## src/rtl/ee3w_pkg.sv

```systemverilog
// Shared types for the three-wire EEPROM write-path slave.
package ee3w_pkg;
    // Instruction decoded from one chip-select frame.
    typedef enum logic [2:0] {
        CMD_NONE  = 3'd0,
        CMD_WRITE = 3'd1,
        CMD_WRALL = 3'd2,
        CMD_WEN   = 3'd3,
        CMD_WDIS  = 3'd4
    } ee3w_cmd_e;
endpackage

```

## src/rtl/ee3w_rx.sv

```systemverilog
// Serial receiver: finds the start bit and shifts in the header and the data
// word. It classifies the frame when chip select falls.
// Assumes: inputs are already registered into clk domain; ADDR_W >= 2.
module ee3w_rx #(
    parameter int ADDR_W = 4,
    parameter int WORD_W = 8
) (
    input  logic                  clk_i,
    input  logic                  rst_ni,
    input  logic                  cs_q,
    input  logic                  cs_prev,
    input  logic                  sclk_rise,
    input  logic                  di_q,
    output logic                  start_o,
    output logic                  cmd_valid_o,
    output ee3w_pkg::ee3w_cmd_e   cmd_kind_o,
    output logic [ADDR_W-1:0]     cmd_addr_o,
    output logic [WORD_W-1:0]     cmd_data_o
);
    import ee3w_pkg::*;

    localparam int HDR_W   = 2 + ADDR_W;
    localparam int FRAME_W = HDR_W + WORD_W;
    localparam int CNT_W   = $clog2(FRAME_W + 1);

    logic                started;
    logic [CNT_W-1:0]    cnt;
    logic [HDR_W-1:0]    hdr;
    logic [WORD_W-1:0]   dat;
    ee3w_cmd_e           kind;
    logic [1:0]          op;
    logic [1:0]          top2;

    // Classify the frame from the collected bits and the bit count.
    always_comb begin
        op   = hdr[HDR_W-1 -: 2];
        top2 = hdr[ADDR_W-1 -: 2];
        kind = CMD_NONE;
        if (op == 2'b01 && cnt == CNT_W'(FRAME_W)) begin
            kind = CMD_WRITE;
        end else if (op == 2'b00) begin
            if (top2 == 2'b01 && cnt == CNT_W'(FRAME_W))     kind = CMD_WRALL;
            else if (top2 == 2'b11 && cnt >= CNT_W'(HDR_W))  kind = CMD_WEN;
            else if (top2 == 2'b00 && cnt >= CNT_W'(HDR_W))  kind = CMD_WDIS;
        end
    end

    // Shift bits on serial-clock rises and emit a command on chip-select fall.
    always_ff @(posedge clk_i) begin
        if (!rst_ni) begin
            started     <= 1'b0;
            cnt         <= '0;
            hdr         <= '0;
            dat         <= '0;
            start_o     <= 1'b0;
            cmd_valid_o <= 1'b0;
            cmd_kind_o  <= CMD_NONE;
            cmd_addr_o  <= '0;
            cmd_data_o  <= '0;
        end else begin
            start_o     <= 1'b0;
            cmd_valid_o <= 1'b0;
            if (cs_prev && !cs_q) begin
                cmd_valid_o <= started;
                cmd_kind_o  <= started ? kind : CMD_NONE;
                cmd_addr_o  <= hdr[ADDR_W-1:0];
                cmd_data_o  <= dat;
                started     <= 1'b0;
                cnt         <= '0;
            end else if (!cs_q) begin
                started <= 1'b0;
                cnt     <= '0;
            end else if (sclk_rise) begin
                if (!started) begin
                    if (di_q) begin
                        started <= 1'b1;
                        start_o <= 1'b1;
                    end
                end else if (cnt < CNT_W'(FRAME_W)) begin
                    if (cnt < CNT_W'(HDR_W)) hdr <= {hdr[HDR_W-2:0], di_q};
                    else                     dat <= {dat[WORD_W-2:0], di_q};
                    cnt <= cnt + 1'b1;
                end
            end
        end
    end
endmodule

```

## src/rtl/ee3w_timer.sv

```systemverilog
// Programming-cycle counter and ready/busy status window.
// Assumes: launch_i never arrives while busy_o is high.
module ee3w_timer #(
    parameter int PROG_CYC = 200,
    parameter int MIN_GAP  = 50
) (
    input  logic clk_i,
    input  logic rst_ni,
    input  logic cs_q,
    input  logic cs_prev,
    input  logic launch_i,
    input  logic start_i,
    output logic busy_o,
    output logic commit_o,
    output logic do_oe_o,
    output logic do_o
);
    localparam int PC_W  = $clog2(PROG_CYC + 1);
    localparam int GAP_W = $clog2(MIN_GAP + 1);

    logic [PC_W-1:0]  left;
    logic [GAP_W-1:0] gap;
    logic             armed;
    logic             win;

    assign busy_o   = (left != '0);
    assign commit_o = (left == PC_W'(1));
    assign do_oe_o  = win;
    assign do_o     = !busy_o;

    // Count down the self-timed programming cycle.
    always_ff @(posedge clk_i) begin
        if (!rst_ni)            left <= '0;
        else if (launch_i)      left <= PC_W'(PROG_CYC);
        else if (left != '0)    left <= left - 1'b1;
    end

    // Measure how long chip select has stayed low, saturating.
    always_ff @(posedge clk_i) begin
        if (!rst_ni)                           gap <= '0;
        else if (cs_q)                         gap <= '0;
        else if (gap < GAP_W'(MIN_GAP))        gap <= gap + 1'b1;
    end

    // Remember a launch until a new instruction starts while idle.
    always_ff @(posedge clk_i) begin
        if (!rst_ni)                    armed <= 1'b0;
        else if (launch_i)              armed <= 1'b1;
        else if (start_i && !busy_o)    armed <= 1'b0;
    end

    // Open the status window on a qualified chip-select rise.
    always_ff @(posedge clk_i) begin
        if (!rst_ni)                 win <= 1'b0;
        else if (!cs_q)              win <= 1'b0;
        else if (!cs_prev)           win <= armed && (gap >= GAP_W'(MIN_GAP));
        else if (start_i)            win <= 1'b0;
    end
endmodule

```

## src/rtl/ee3w_array.sv

```systemverilog
// Register-file array with per-word and whole-array erase (to all ones) and
// program, plus a combinational read port.
// Assumes: erase and program requests are never raised in the same cycle.
module ee3w_array #(
    parameter int ADDR_W = 4,
    parameter int WORD_W = 8
) (
    input  logic              clk_i,
    input  logic              rst_ni,
    input  logic              erase_one_i,
    input  logic              erase_all_i,
    input  logic              prog_one_i,
    input  logic              prog_all_i,
    input  logic [ADDR_W-1:0] addr_i,
    input  logic [WORD_W-1:0] data_i,
    input  logic [ADDR_W-1:0] rd_addr_i,
    output logic [WORD_W-1:0] rd_data_o
);
    localparam int DEPTH = 1 << ADDR_W;

    logic [WORD_W-1:0] mem [DEPTH];

    for (genvar i = 0; i < DEPTH; i++) begin : g_word
        // Erase or program one word of the array.
        always_ff @(posedge clk_i) begin
            if (!rst_ni)
                mem[i] <= '1;
            else if (erase_all_i || (erase_one_i && addr_i == ADDR_W'(i)))
                mem[i] <= '1;
            else if (prog_all_i || (prog_one_i && addr_i == ADDR_W'(i)))
                mem[i] <= data_i;
        end
    end

    assign rd_data_o = mem[rd_addr_i];
endmodule

```

## src/rtl/ee3w_write_slave.sv

```systemverilog
// Top of the three-wire EEPROM write path. It registers the serial pins,
// holds the write-enable state, launches programming cycles and connects the array.
// Assumes: serial pins change slowly compared with clk_i (several clocks per
// serial-clock phase).
module ee3w_write_slave #(
    parameter int ADDR_W   = 4,
    parameter bit ORG16    = 1'b0,
    parameter int PROG_CYC = 200,
    parameter int MIN_GAP  = 50,
    localparam int WORD_W  = ORG16 ? 16 : 8
) (
    input  logic              clk_i,
    input  logic              rst_ni,
    input  logic              cs_i,
    input  logic              sclk_i,
    input  logic              di_i,
    output logic              do_o,
    output logic              do_oe_o,
    input  logic [ADDR_W-1:0] rd_addr_i,
    output logic [WORD_W-1:0] rd_data_o
);
    import ee3w_pkg::*;

    logic              cs_q, cs_prev, sclk_q, sclk_prev, di_q;
    logic              start, cmd_valid, busy, commit, wen, pend_all;
    ee3w_cmd_e         cmd_kind;
    logic [ADDR_W-1:0] cmd_addr, pend_addr, arr_addr;
    logic [WORD_W-1:0] cmd_data, pend_data;
    logic              accept, launch_one, launch_all, launch;

    // Register the serial pins and keep one cycle of history for edges.
    always_ff @(posedge clk_i) begin
        if (!rst_ni) begin
            cs_q <= 1'b0; cs_prev <= 1'b0;
            sclk_q <= 1'b0; sclk_prev <= 1'b0; di_q <= 1'b0;
        end else begin
            cs_q <= cs_i; cs_prev <= cs_q;
            sclk_q <= sclk_i; sclk_prev <= sclk_q; di_q <= di_i;
        end
    end

    ee3w_rx #(.ADDR_W(ADDR_W), .WORD_W(WORD_W)) u_rx (
        .clk_i(clk_i), .rst_ni(rst_ni), .cs_q(cs_q), .cs_prev(cs_prev),
        .sclk_rise(sclk_q && !sclk_prev), .di_q(di_q), .start_o(start),
        .cmd_valid_o(cmd_valid), .cmd_kind_o(cmd_kind),
        .cmd_addr_o(cmd_addr), .cmd_data_o(cmd_data)
    );

    assign accept     = cmd_valid && !busy;
    assign launch_one = accept && wen && (cmd_kind == CMD_WRITE);
    assign launch_all = accept && wen && (cmd_kind == CMD_WRALL);
    assign launch     = launch_one || launch_all;
    assign arr_addr   = launch_one ? cmd_addr : pend_addr;

    // Track write enable and hold the pending operation for the commit.
    always_ff @(posedge clk_i) begin
        if (!rst_ni) begin
            wen <= 1'b0; pend_all <= 1'b0;
            pend_addr <= '0; pend_data <= '0;
        end else begin
            if (accept && cmd_kind == CMD_WEN)  wen <= 1'b1;
            if (accept && cmd_kind == CMD_WDIS) wen <= 1'b0;
            if (launch) begin
                pend_all  <= launch_all;
                pend_addr <= cmd_addr;
                pend_data <= cmd_data;
            end
        end
    end

    ee3w_timer #(.PROG_CYC(PROG_CYC), .MIN_GAP(MIN_GAP)) u_timer (
        .clk_i(clk_i), .rst_ni(rst_ni), .cs_q(cs_q), .cs_prev(cs_prev),
        .launch_i(launch), .start_i(start), .busy_o(busy), .commit_o(commit),
        .do_oe_o(do_oe_o), .do_o(do_o)
    );

    ee3w_array #(.ADDR_W(ADDR_W), .WORD_W(WORD_W)) u_array (
        .clk_i(clk_i), .rst_ni(rst_ni),
        .erase_one_i(launch_one), .erase_all_i(launch_all),
        .prog_one_i(commit && !pend_all), .prog_all_i(commit && pend_all),
        .addr_i(arr_addr), .data_i(pend_data),
        .rd_addr_i(rd_addr_i), .rd_data_o(rd_data_o)
    );
endmodule

```

## config.mk

```make
export PLATFORM = sky130hd
export DESIGN_NAME = ee3w_write_slave
export DESIGN_NICKNAME = d
export VERILOG_FILES = /design/src/rtl/ee3w_pkg.sv /design/src/rtl/ee3w_rx.sv /design/src/rtl/ee3w_timer.sv /design/src/rtl/ee3w_array.sv /design/src/rtl/ee3w_write_slave.sv
export SDC_FILE = /design/constraint.sdc
export NUM_CORES = 1
export LEC_CHECK = 0
export CAP_MARGIN = 40
export CORE_AREA = 2 2 147 149
export CTS_CLUSTER_DIAMETER = 50
export DETAILED_ROUTE_END_ITERATION = 10
export DIE_AREA = 0 0 149 151
export GPL_TIMING_DRIVEN = 0
export SLEW_MARGIN = 30
export SYNTH_ARGS = -nofsm -noshare
export SYNTH_HDL_FRONTEND = slang
export SYNTH_SLANG_ARGS = --single-unit
export TNS_END_PERCENT = 30
```

## constraint.sdc

```tcl
create_clock -name clk_i -period 2.5 [get_ports clk_i]
set_input_delay 0.5 -clock clk_i [delete_from_list [all_inputs] [get_ports clk_i]]
set_output_delay 0.5 -clock clk_i [all_outputs]
set_load 0.05 [all_outputs]
```

==> results of run 1 <==
[cell type report]
cell class	count	area share [%]
Tap cell	275	3.04
Multi-Input combinational cell	479	37.5
Clock buffer	18	3.79
Clock inverter	14	1.45
Timing Repair Buffer	53	4.49
Buffer	40	2.73
Inverter	14	0.464
Sequential cell	199	46.5
[registers in the layout, indices dropped and copies added, names as in the netlist, 3 cells and up]
name / cells
u_rx.cmd_data_o: 8
u_timer.gap: 6
u_rx.hdr: 6
u_rx.dat: 8
u_rx.cmd_kind_o: 3
pend_data: 8
u_rx.cmd_addr_o: 4
u_array.mem: 128
pend_addr: 4
u_timer.left: 8
u_rx.cnt: 4
[through the flow]
stage          util [%]  hold WS [ns]  area (um^2)
2_1_floorplan         -         0.421         9280
3_3_place_gp       46.9         0.435         9770
3_5_place_dp       47.2         0.455         9830
4_1_cts            53.7         0.474        11200
5_1_grt            54.4         0.496        11300
6_report           54.4         0.465        11300
[worst max-delay path by stage]
stage / end / cells past startpoint / slack [ns] / startpoint
6_report: rd_data_o[2] / 5 / -0.06 / rd_addr_i[0]
3_5_place_dp: rd_data_o[2] / 5 / -1.40 / rd_addr_i[1]
3_3_place_gp: rd_data_o[2] / 5 / -1.39 / rd_addr_i[1]
4_1_cts: rd_data_o[5] / 5 / -0.08 / rd_addr_i[0]
5_1_grt: rd_data_o[3] / 5 / -0.09 / rd_addr_i[0]
2_1_floorplan: u_array.mem[1][0] / 8 / -0.11 / u_timer.left[0]
[logic make-up after synthesis]
logic type,after synthesis,share of synthesized area (%)
AO/OA/AOI/OAI,79,6.16
adder cells (fa/ha/maj),7,0.946
flip-flops,199,56.9
multiplexers,64,12.3
buffers and inverters,56,2.43
AND/OR/NAND/NOR,319,20.3
XOR/XNOR,10,0.946
[worst register-to-register path, stage by stage (launching register included)]
cell and delay [ns]:
sky130_fd_sc_hd__dfxtp_1 0.31, sky130_fd_sc_hd__buf_6 0.13, sky130_fd_sc_hd__or3_4 0.44, sky130_fd_sc_hd__nor4_4 0.35
sky130_fd_sc_hd__buf_4 0.19, sky130_fd_sc_hd__o211ai_1 0.09, sky130_fd_sc_hd__buf_4 0.21, sky130_fd_sc_hd__a311o_2 0.49
[routing by layer]
| layer | vias to the layer above | wire length (um) | share of wire (%) |
|---|---|---|---|
| met4 | 0 | 805 | 3.3 |
| met5 | - | 0 | 0 |
| met1 | 3291 | 10300 | 42 |
| met2 | 220 | 12100 | 49 |
| li1 | 2994 | - | - |
| met3 | 61 | 1360 | 5.6 |
[layout by cell type (no fill, tap or decap), types with 8 or more instances in the layout]
cell	count
sky130_fd_sc_hd__nand2_1	19
sky130_fd_sc_hd__mux2i_1	24
sky130_fd_sc_hd__clkbuf_1	22
sky130_fd_sc_hd__mux4_2	40
sky130_fd_sc_hd__and2_1	11
sky130_fd_sc_hd__o211ai_1	9
sky130_fd_sc_hd__a21oi_1	10
sky130_fd_sc_hd__o21ai_4	13
sky130_fd_sc_hd__nand4_1	11
sky130_fd_sc_hd__clkbuf_16	20
sky130_fd_sc_hd__buf_2	10
sky130_fd_sc_hd__or3_1	132
sky130_fd_sc_hd__nor2_1	32
sky130_fd_sc_hd__edfxtp_1	128
sky130_fd_sc_hd__nor3_1	8
sky130_fd_sc_hd__buf_6	10
sky130_fd_sc_hd__nor2b_1	32
sky130_fd_sc_hd__nand3_2	10
sky130_fd_sc_hd__nand3_1	9
sky130_fd_sc_hd__a22o_1	12
sky130_fd_sc_hd__buf_4	27
sky130_fd_sc_hd__dfxtp_1	68
sky130_fd_sc_hd__inv_1	12
[repair_timing]
action,CTS,global route
gates cloned,3,1
setup buffers,22,4
endpoints found under the hold margin,0,0
resized for setup,171,25
pin swaps,21,10
endpoints found under the setup margin,274,266
[power breakdown]
| part | leakage (nW) | internal (mW) | switching (mW) |
|---|---|---|---|
| Sequential | 1.45 | 3.58 | 0.125 |
| Combinational | 1.62 | 0.494 | 0.746 |
| Clock | 0.288 | 1.51 | 1.29 |
==> impl.org, run 1 <==
** CTS
- Clock Sink Count :: 199
- Clock latency reported for the late side of the worst-skew pair :: 0.44 ns
- Clock-pin slew was measured on the worst setup and hold paths at approximately 0.08 ns.
- CTS Root Buffer Type :: sky130_fd_sc_hd__clkbuf_16
- TritonCTS built the clock tree.
- Worst-case clock buffer depth :: 2
- Total of hold buffers inserted after clock tree synthesis :: 0
- The number of clock buffers added by TritonCTS is 17.
- H-tree levels :: 4

** Floorplan
- For this design the top-level I/O count stands at 19.
- In this run the core area contains 53 standard-cell rows.
- Initial cell density of the core :: between 40 and 50%
- Horizontal die dimension :: 149 um
- Measured along the y axis, the die boundary spans 151 um.
- In this run the standard cell core region covers ~21000 um^2.
- Full die area :: 22500 um^2

** Cells and area
- Fill cell count :: 1739
- From synthesis to final layout, the design area changed by 22.3%.
- Of the cells placed in the final design, the portion with a size suffix greater than 1 is 25.1%.
- 0 antenna diodes ended up in the layout.
- Footprint of the flip-flops and latches :: around 5300 um^2
- Footprint of the multi-input gates :: 4250 um^2
- In the final design database the tool counted 820 nets.
- Final instance count without filler cells :: between 1k and 1.5k

** Global routing
- GR met1 Demand/Resource :: 29.5%
- Maximum number of pins on one net before global-route repair :: 19
- The first global-routing pass estimated approximately 39 mm of wire.
- For met3 alone, demand over resource in global routing was 4.73%.
- Number of global-route vias before repair :: 6694
- Met2 global-route usage :: approximately two fifths
- For this run the aggregate overflow at the end of global routing stands at 0.
- Total routing usage reported by global routing :: 23.0%
- In this run the most used layer during global routing was met2.
- Antenna violations before repair :: 0

** Setup path
- Setup CP Type :: input pin to output port
- Crit path max-delay family :: multiplexers
- Logic depth of the worst register-to-register path :: 7
- FF-to-FF setup slack :: around 0.020 ns
- STA classifies the critical path endpoint as an output port.
- CP cell instances :: clkbuf_16 > buf_12 > mux4_2 > mux4_2 > buf_6
- Max FO, Critical Path :: 8
- CP Buf/Inv Count :: 3
- Origin of the critical flop-to-flop path :: u_timer.left[5]
- Critical Path Slowest Stage Cell :: sky130_fd_sc_hd__mux4_2
- Among the stages of the critical path, the cell type that occurs most often is sky130_fd_sc_hd__mux4_2.
- Data on the critical path arrives at its endpoint at about 2.1 ns.
- Worst EP required :: 2.00 ns
- Critical path startpoint category :: input pin
- The largest single stage delay on the critical path is 0.56 ns.
- Reg-to-reg critical path endpoint :: u_array.mem[14][7]

** Placement
- The congestion estimate from routability-driven global placement came to about 0.88.
- Port buffering added 15 buffers.
- The wire-length estimate of the detail-placed layout is roughly 17 mm.
- Placed Instances :: 1033
- Timing analysis after detailed placement gives a worst setup slack of -1.40 ns.

** Route
- Wires add up to 24.5 mm.
- Average wire per standard cell :: 22.5 um
- After detailed routing, the number of remaining DRC violations is 0.
- Total iterations of the first detailed-routing run :: 5
- Starting DRC count in detailed routing :: 618
- Remaining number of nets flagged by the antenna check after routing :: 0
- Total via count in the routed design :: 6566
- In the routed layout, each cell is associated on average with a via count of 6.01.

** Timing
- Total count of max-transition violations in the final report :: 0
- Post-Route Skew :: roughly 0.0091 ns
- Setup repair after global routing missed its margin :: true
- Across all setup checks in the final design, the least slack found is -0.0614 ns.
- Timing would allow up to approximately 390 MHz.
- Sum of negative setup slack :: -0.381 ns
- Counting I/O delays and the setup requirement, the final critical path takes 2.56 ns.
- Max-slew headroom at the worst pin :: a little over half
- Setup violators final :: 8
- Of the available clock period, the critical path in the final layout requires 102%.
- For the pin with the worst max-slew slack, the measured transition is 0.707 ns.
- The number of hold-slack violations in the final timing report was 0.

** Pwr
- Power comes to 7.74 mW.
- VDD IR-drop max :: 0.000763 V
- For this design the ratio of total power to cell area is 683 nW/um^2.
- In this run the static leakage power is between 3 and 4 nW.

** Synthesis
- By area the synthesized netlist is led by sky130_fd_sc_hd__edfxtp_1 42%, sky130_fd_sc_hd__dfxtp_1 15%, sky130_fd_sc_hd__mux4_2 9.7%.
- Register area share after synthesis :: 56.9%
- Netlist area before placement :: between 9000 and 10000 um^2
- By instance count, the leading cell after synthesis is sky130_fd_sc_hd__or3_1.
- For this run, the number of Yosys warnings is 0.
- Top_reg_cell synth :: sky130_fd_sc_hd__edfxtp_1
- Gate count of the mapped netlist :: 734
- In this run, distinct cell masters in the synthesized netlist total 53.
- The biggest area contributor in the post-synthesis netlist is sky130_fd_sc_hd__edfxtp_1.
- In this run, synthesis produced a sequential element count of 199.
- Yosys top cell area share :: 41.5%
- For this run, asynchronously set or reset flops after synthesis account for 0%.
- Most common library cells after synthesis :: 133 x sky130_fd_sc_hd__or3_1, 128 x sky130_fd_sc_hd__edfxtp_1, 71 x sky130_fd_sc_hd__dfxtp_1, 40 x sky130_fd_sc_hd__mux4_2, 36 x sky130_fd_sc_hd__nor2_1
- Average instance area after synthesis :: 12.6 um^2
- Net Count, Synth :: 750
- Number of enable-type register cells in the synthesized netlist :: 128

** Outcome
- Status :: finished with violations
- Violations in the final reports :: negative setup slack

** Worst hold path
- The path class of the tightest hold or removal check is flop to flop.
- The worst hold path terminates at sclk_prev.
- Counting instances, the worst hold path has a depth of 1.
- Startpoint of the tightest hold check path :: sclk_q

** Run
- Max-cap check violation count :: 0
Note: power is estimated with default switching activity, not from simulation.
==> run 2: changes to the inputs <==
CAP_MARGIN = 20   (was 40)
==> run 2 against run 1 <==
Effect of this change:
- flip-flop and latch count did not move
- setup slack got worse by 0.089 ns
- routed wire length up 3.2%
- sequential share of layout area fell by 1.1 points
- sequential power hardly changed
- core utilization increased by 1.4 points
- the run still ends with negative setup slack left
- fmax decreased by 3.4%
- register-to-register slack improved by 0.02 ns
- combinational power grew 18%
==> impl.org, run 2 (same netlist as run 1, synthesis figures left out) <==
** Route
- Total iterations of the first detailed-routing run :: 5 (unchanged)
- Remaining number of nets flagged by the antenna check after routing :: 0 (unchanged)
- Total via count in the routed design :: 6701 (+2.1%)
- The final wirelength was 25.3 mm (+3.2%).
- The average wire per cell in the routed design was 22.8 um (+1.4%).
- The detailed router's first-iteration violation count is 642 (+3.9%).
- The DRC violation count after routing was 0 (unchanged).
- The via density per instance is 6.03 (+0.31%).

** Pwr
- The reported leakage power was 3.51 nW (+4.7%).
- The maximum resistive drop on vdd came to 0.000766 V (+0.40%).
- Total power of the final layout :: 7.99 mW (+3.2%)
- The ratio of total power to cell area is 688 nW/um^2 (+0.66%).

** CTS
- The clock sink count was 199 (unchanged).
- Clock tree synthesis selected as its root buffer the cell sky130_fd_sc_hd__clkbuf_16.
- The number of buffers added by the clock tree synthesis step is 17 (unchanged).
- The CTS clock-pin slew for the worst setup and hold paths came to 0.07 ns (about the same).
- Total of hold buffers inserted after clock tree synthesis :: 0 (unchanged)
- The clock latency on the worst-skew pair came to 0.45 ns (about the same).
- The worst-case clock buffer depth came to 2 (unchanged).
- H-tree levels :: 4 (unchanged)
- CTS tree :: yes

** Cells and area
- Fill cell count :: 1717 (-1.3%)
- The multi-input logic area was 4310 um^2 (+1.5%).
- The fraction of layout cells with a size suffix above 1 is 27.8% (+2.7 points).
- The final net count was 840 (+2.4%).
- Most common cell after layout, fill and taps aside :: sky130_fd_sc_hd__or3_1
- Final cell area excluding filler cells :: 11600 um^2 (+2.6%)
- The flip-flop and latch area came to 5280 um^2 (+0.14%).
- Register bank with the most flops :: u_array.mem
- ANT cells :: 0 (unchanged)
- Area Overhead vs Synth :: 25.5%
- Flip-flop count of the largest register after layout :: 128 (unchanged)
- The count of non-filler cells in the finished layout came to 1111 (+1.7%).
- Top library cells by usage in the layout, fill and taps aside :: 129 x sky130_fd_sc_hd__or3_1, 128 x sky130_fd_sc_hd__edfxtp_1, 64 x sky130_fd_sc_hd__dfxtp_1, 50 x sky130_fd_sc_hd__buf_4, 40 x sky130_fd_sc_hd__mux4_2

** Setup path
- By startpoint and endpoint, the worst setup path is classified as input pin to output port.
- In this run the worst setup path begins at rd_addr_i[0].
- The delay of the slowest cell on the worst path came to 0.55 ns (about the same).
- On the critical path, the stage with the largest delay is an instance of sky130_fd_sc_hd__mux4_2.
- Origin of the critical flop-to-flop path :: u_timer.left[4]
- The worst setup path is captured at an output port.
- Walking the worst path, the cells encountered are clkbuf_16 > buf_12 > buf_12 > mux4_2 > mux4_2 > buf_8.
- Arrival time at the worst endpoint :: 2.15 ns (+0.09 ns)
- The register-to-register setup slack came to 0.04 ns (+0.02 ns).
- The cell count of the worst reg-to-reg path was 9 (+2).
- The total stage count of the critical path is 6 (+1).
- CP Buf/Inv Count :: 4 (+1)
- Critical path startpoint category :: input pin
- Reg-to-reg critical path endpoint :: u_array.mem[4][5]
- Crit path max-delay family :: multiplexers
- The required time of the critical path was 2.00 ns (about the same).
- Max FO, Critical Path :: 7 (-1)
- The critical path ends at rd_data_o[1].

** Placement
- The last weighted congestion value of the routability-driven placer is 0.875 (unchanged).
- The number of I/O port buffers was 15 (unchanged).
- Placed Instances :: 1025 (-0.77%)
- Cell area after placement :: 9790 um^2 (-0.43%)
- The half-perimeter wire length of the detailed placement result is 16.4 mm (-1.6%).

** Timing
- Setup repair after global routing could not meet its margin everywhere.
- Post-Route Skew :: 0.0127 ns (+0.00366 ns)
- The post-layout minimum cycle time came to 2.65 ns (+0.0895 ns).
- The total count of max-transition violations in the final report came to 0 (unchanged).
- The actual slew at the worst max-slew pin came to 0.698 ns (-0.00943 ns).
- The post-layout worst setup margin came to -0.151 ns (-0.0895 ns).
- Final critical-path share of the clock period :: 106% (+3.6 points)
- Setup violators final :: 8 (unchanged)
- The worst slew margin relative to its limit was 53.5% (+0.63 points).
- The setup total negative slack came to -0.767 ns (-0.386 ns).
- The number of hold-slack violations in the final timing report came to 0 (unchanged).
- Top achievable clock speed :: 377 MHz (-3.4%)

** Floorplan
- The die outline area was 22500 um^2 (unchanged).
- Horizontal die dimension :: 149 um (unchanged)
- # rows :: 53 (unchanged)
- The initial core utilization is 44.5% (unchanged).
- The die span in y came to 151 um (unchanged).
- Core Area :: 20800 um^2 (unchanged)
- Top Ports :: 19 (unchanged)

** Global routing
- The initial antenna violation count is 1 (+1).
- The largest net degree at the start of global routing came to 19 (unchanged).
- The number of global-route vias before repair is 6556 (-2.1%).
- The overall overflow remaining after global route came to 0 (unchanged).
- Total routing usage reported by global routing :: 22.9% (-0.12 points)
- The first-pass GRT wire length was 38.2 mm (-1.6%).

** Outcome
- The final reports fail on negative setup slack.
- Status :: finished with violations

** Worst hold path
- The min-delay analysis places its worst path in the category flop to flop.
- Startpoint of the tightest hold check path :: sclk_q

** Run
- Max-cap check violation count :: 0 (unchanged)
==> run 2: changes by cell type in the layout (fill, tap and decap cells not counted), sizes merged <==
cell           change
buf               +22
clkinv             -1
clkbuf             -2
clkinvlp           +1
clkdlybuf4s15      -1
==> run 2: worst min path at each step <==
stage                      to  cells after the start
global route        sclk_prev                      1
detailed placement  sclk_prev                      1
finish              sclk_prev                      1
floorplan           sclk_prev                      1
global placement    sclk_prev                      1
CTS                 sclk_prev                      1
==> run 2: layout make-up <==
cell class	instances	area share, %
multi-input cells	479	37.1
clock inverters	14	1.42
flip-flops and latches	199	45.4
well taps	275	2.96
inverters	14	0.474
clock buffers	17	3.66
plain buffers	39	2.56
repair buffers	74	6.38
==> run 2: power breakdown <==
group / switching (mW) / internal, mW / leakage [nW]
clock: 1.30 / 1.50 / 0.284
sequential: 0.141 / 3.59 / 1.45
combinational: 0.786 / 0.676 / 1.78
==> run 2: through the flow <==
stage / utilization (%) / setup slack [ns] / hold WS (ns)
after floorplan: - / -0.108 / 0.421
after global routing: 55.8 / -0.166 / 0.492
after detailed placement: 47.0 / -1.41 / 0.439
after CTS: 54.3 / -0.145 / 0.457
final: 55.8 / -0.151 / 0.454
after global placement: 46.9 / -1.39 / 0.435
==> run 2: per-layer routing <==
layer / track usage (%) / up-vias / share of wire, %
li1: - / 3028 / -
met1: 29.8 / 3307 / 41
met2: 36.7 / 283 / 48
met3: 5.03 / 81 / 6.4
met4: 11.0 / 2 / 5.1
met5: 0 / - / 0.047
==> run 2: timing repair <==
item	in CTS	in global routing
endpoints found under the setup margin	274	247
cloned	4	0
setup buffers	31	23
pin swaps	23	15
gates resized for setup	184	32
endpoints found under the hold margin	0	0
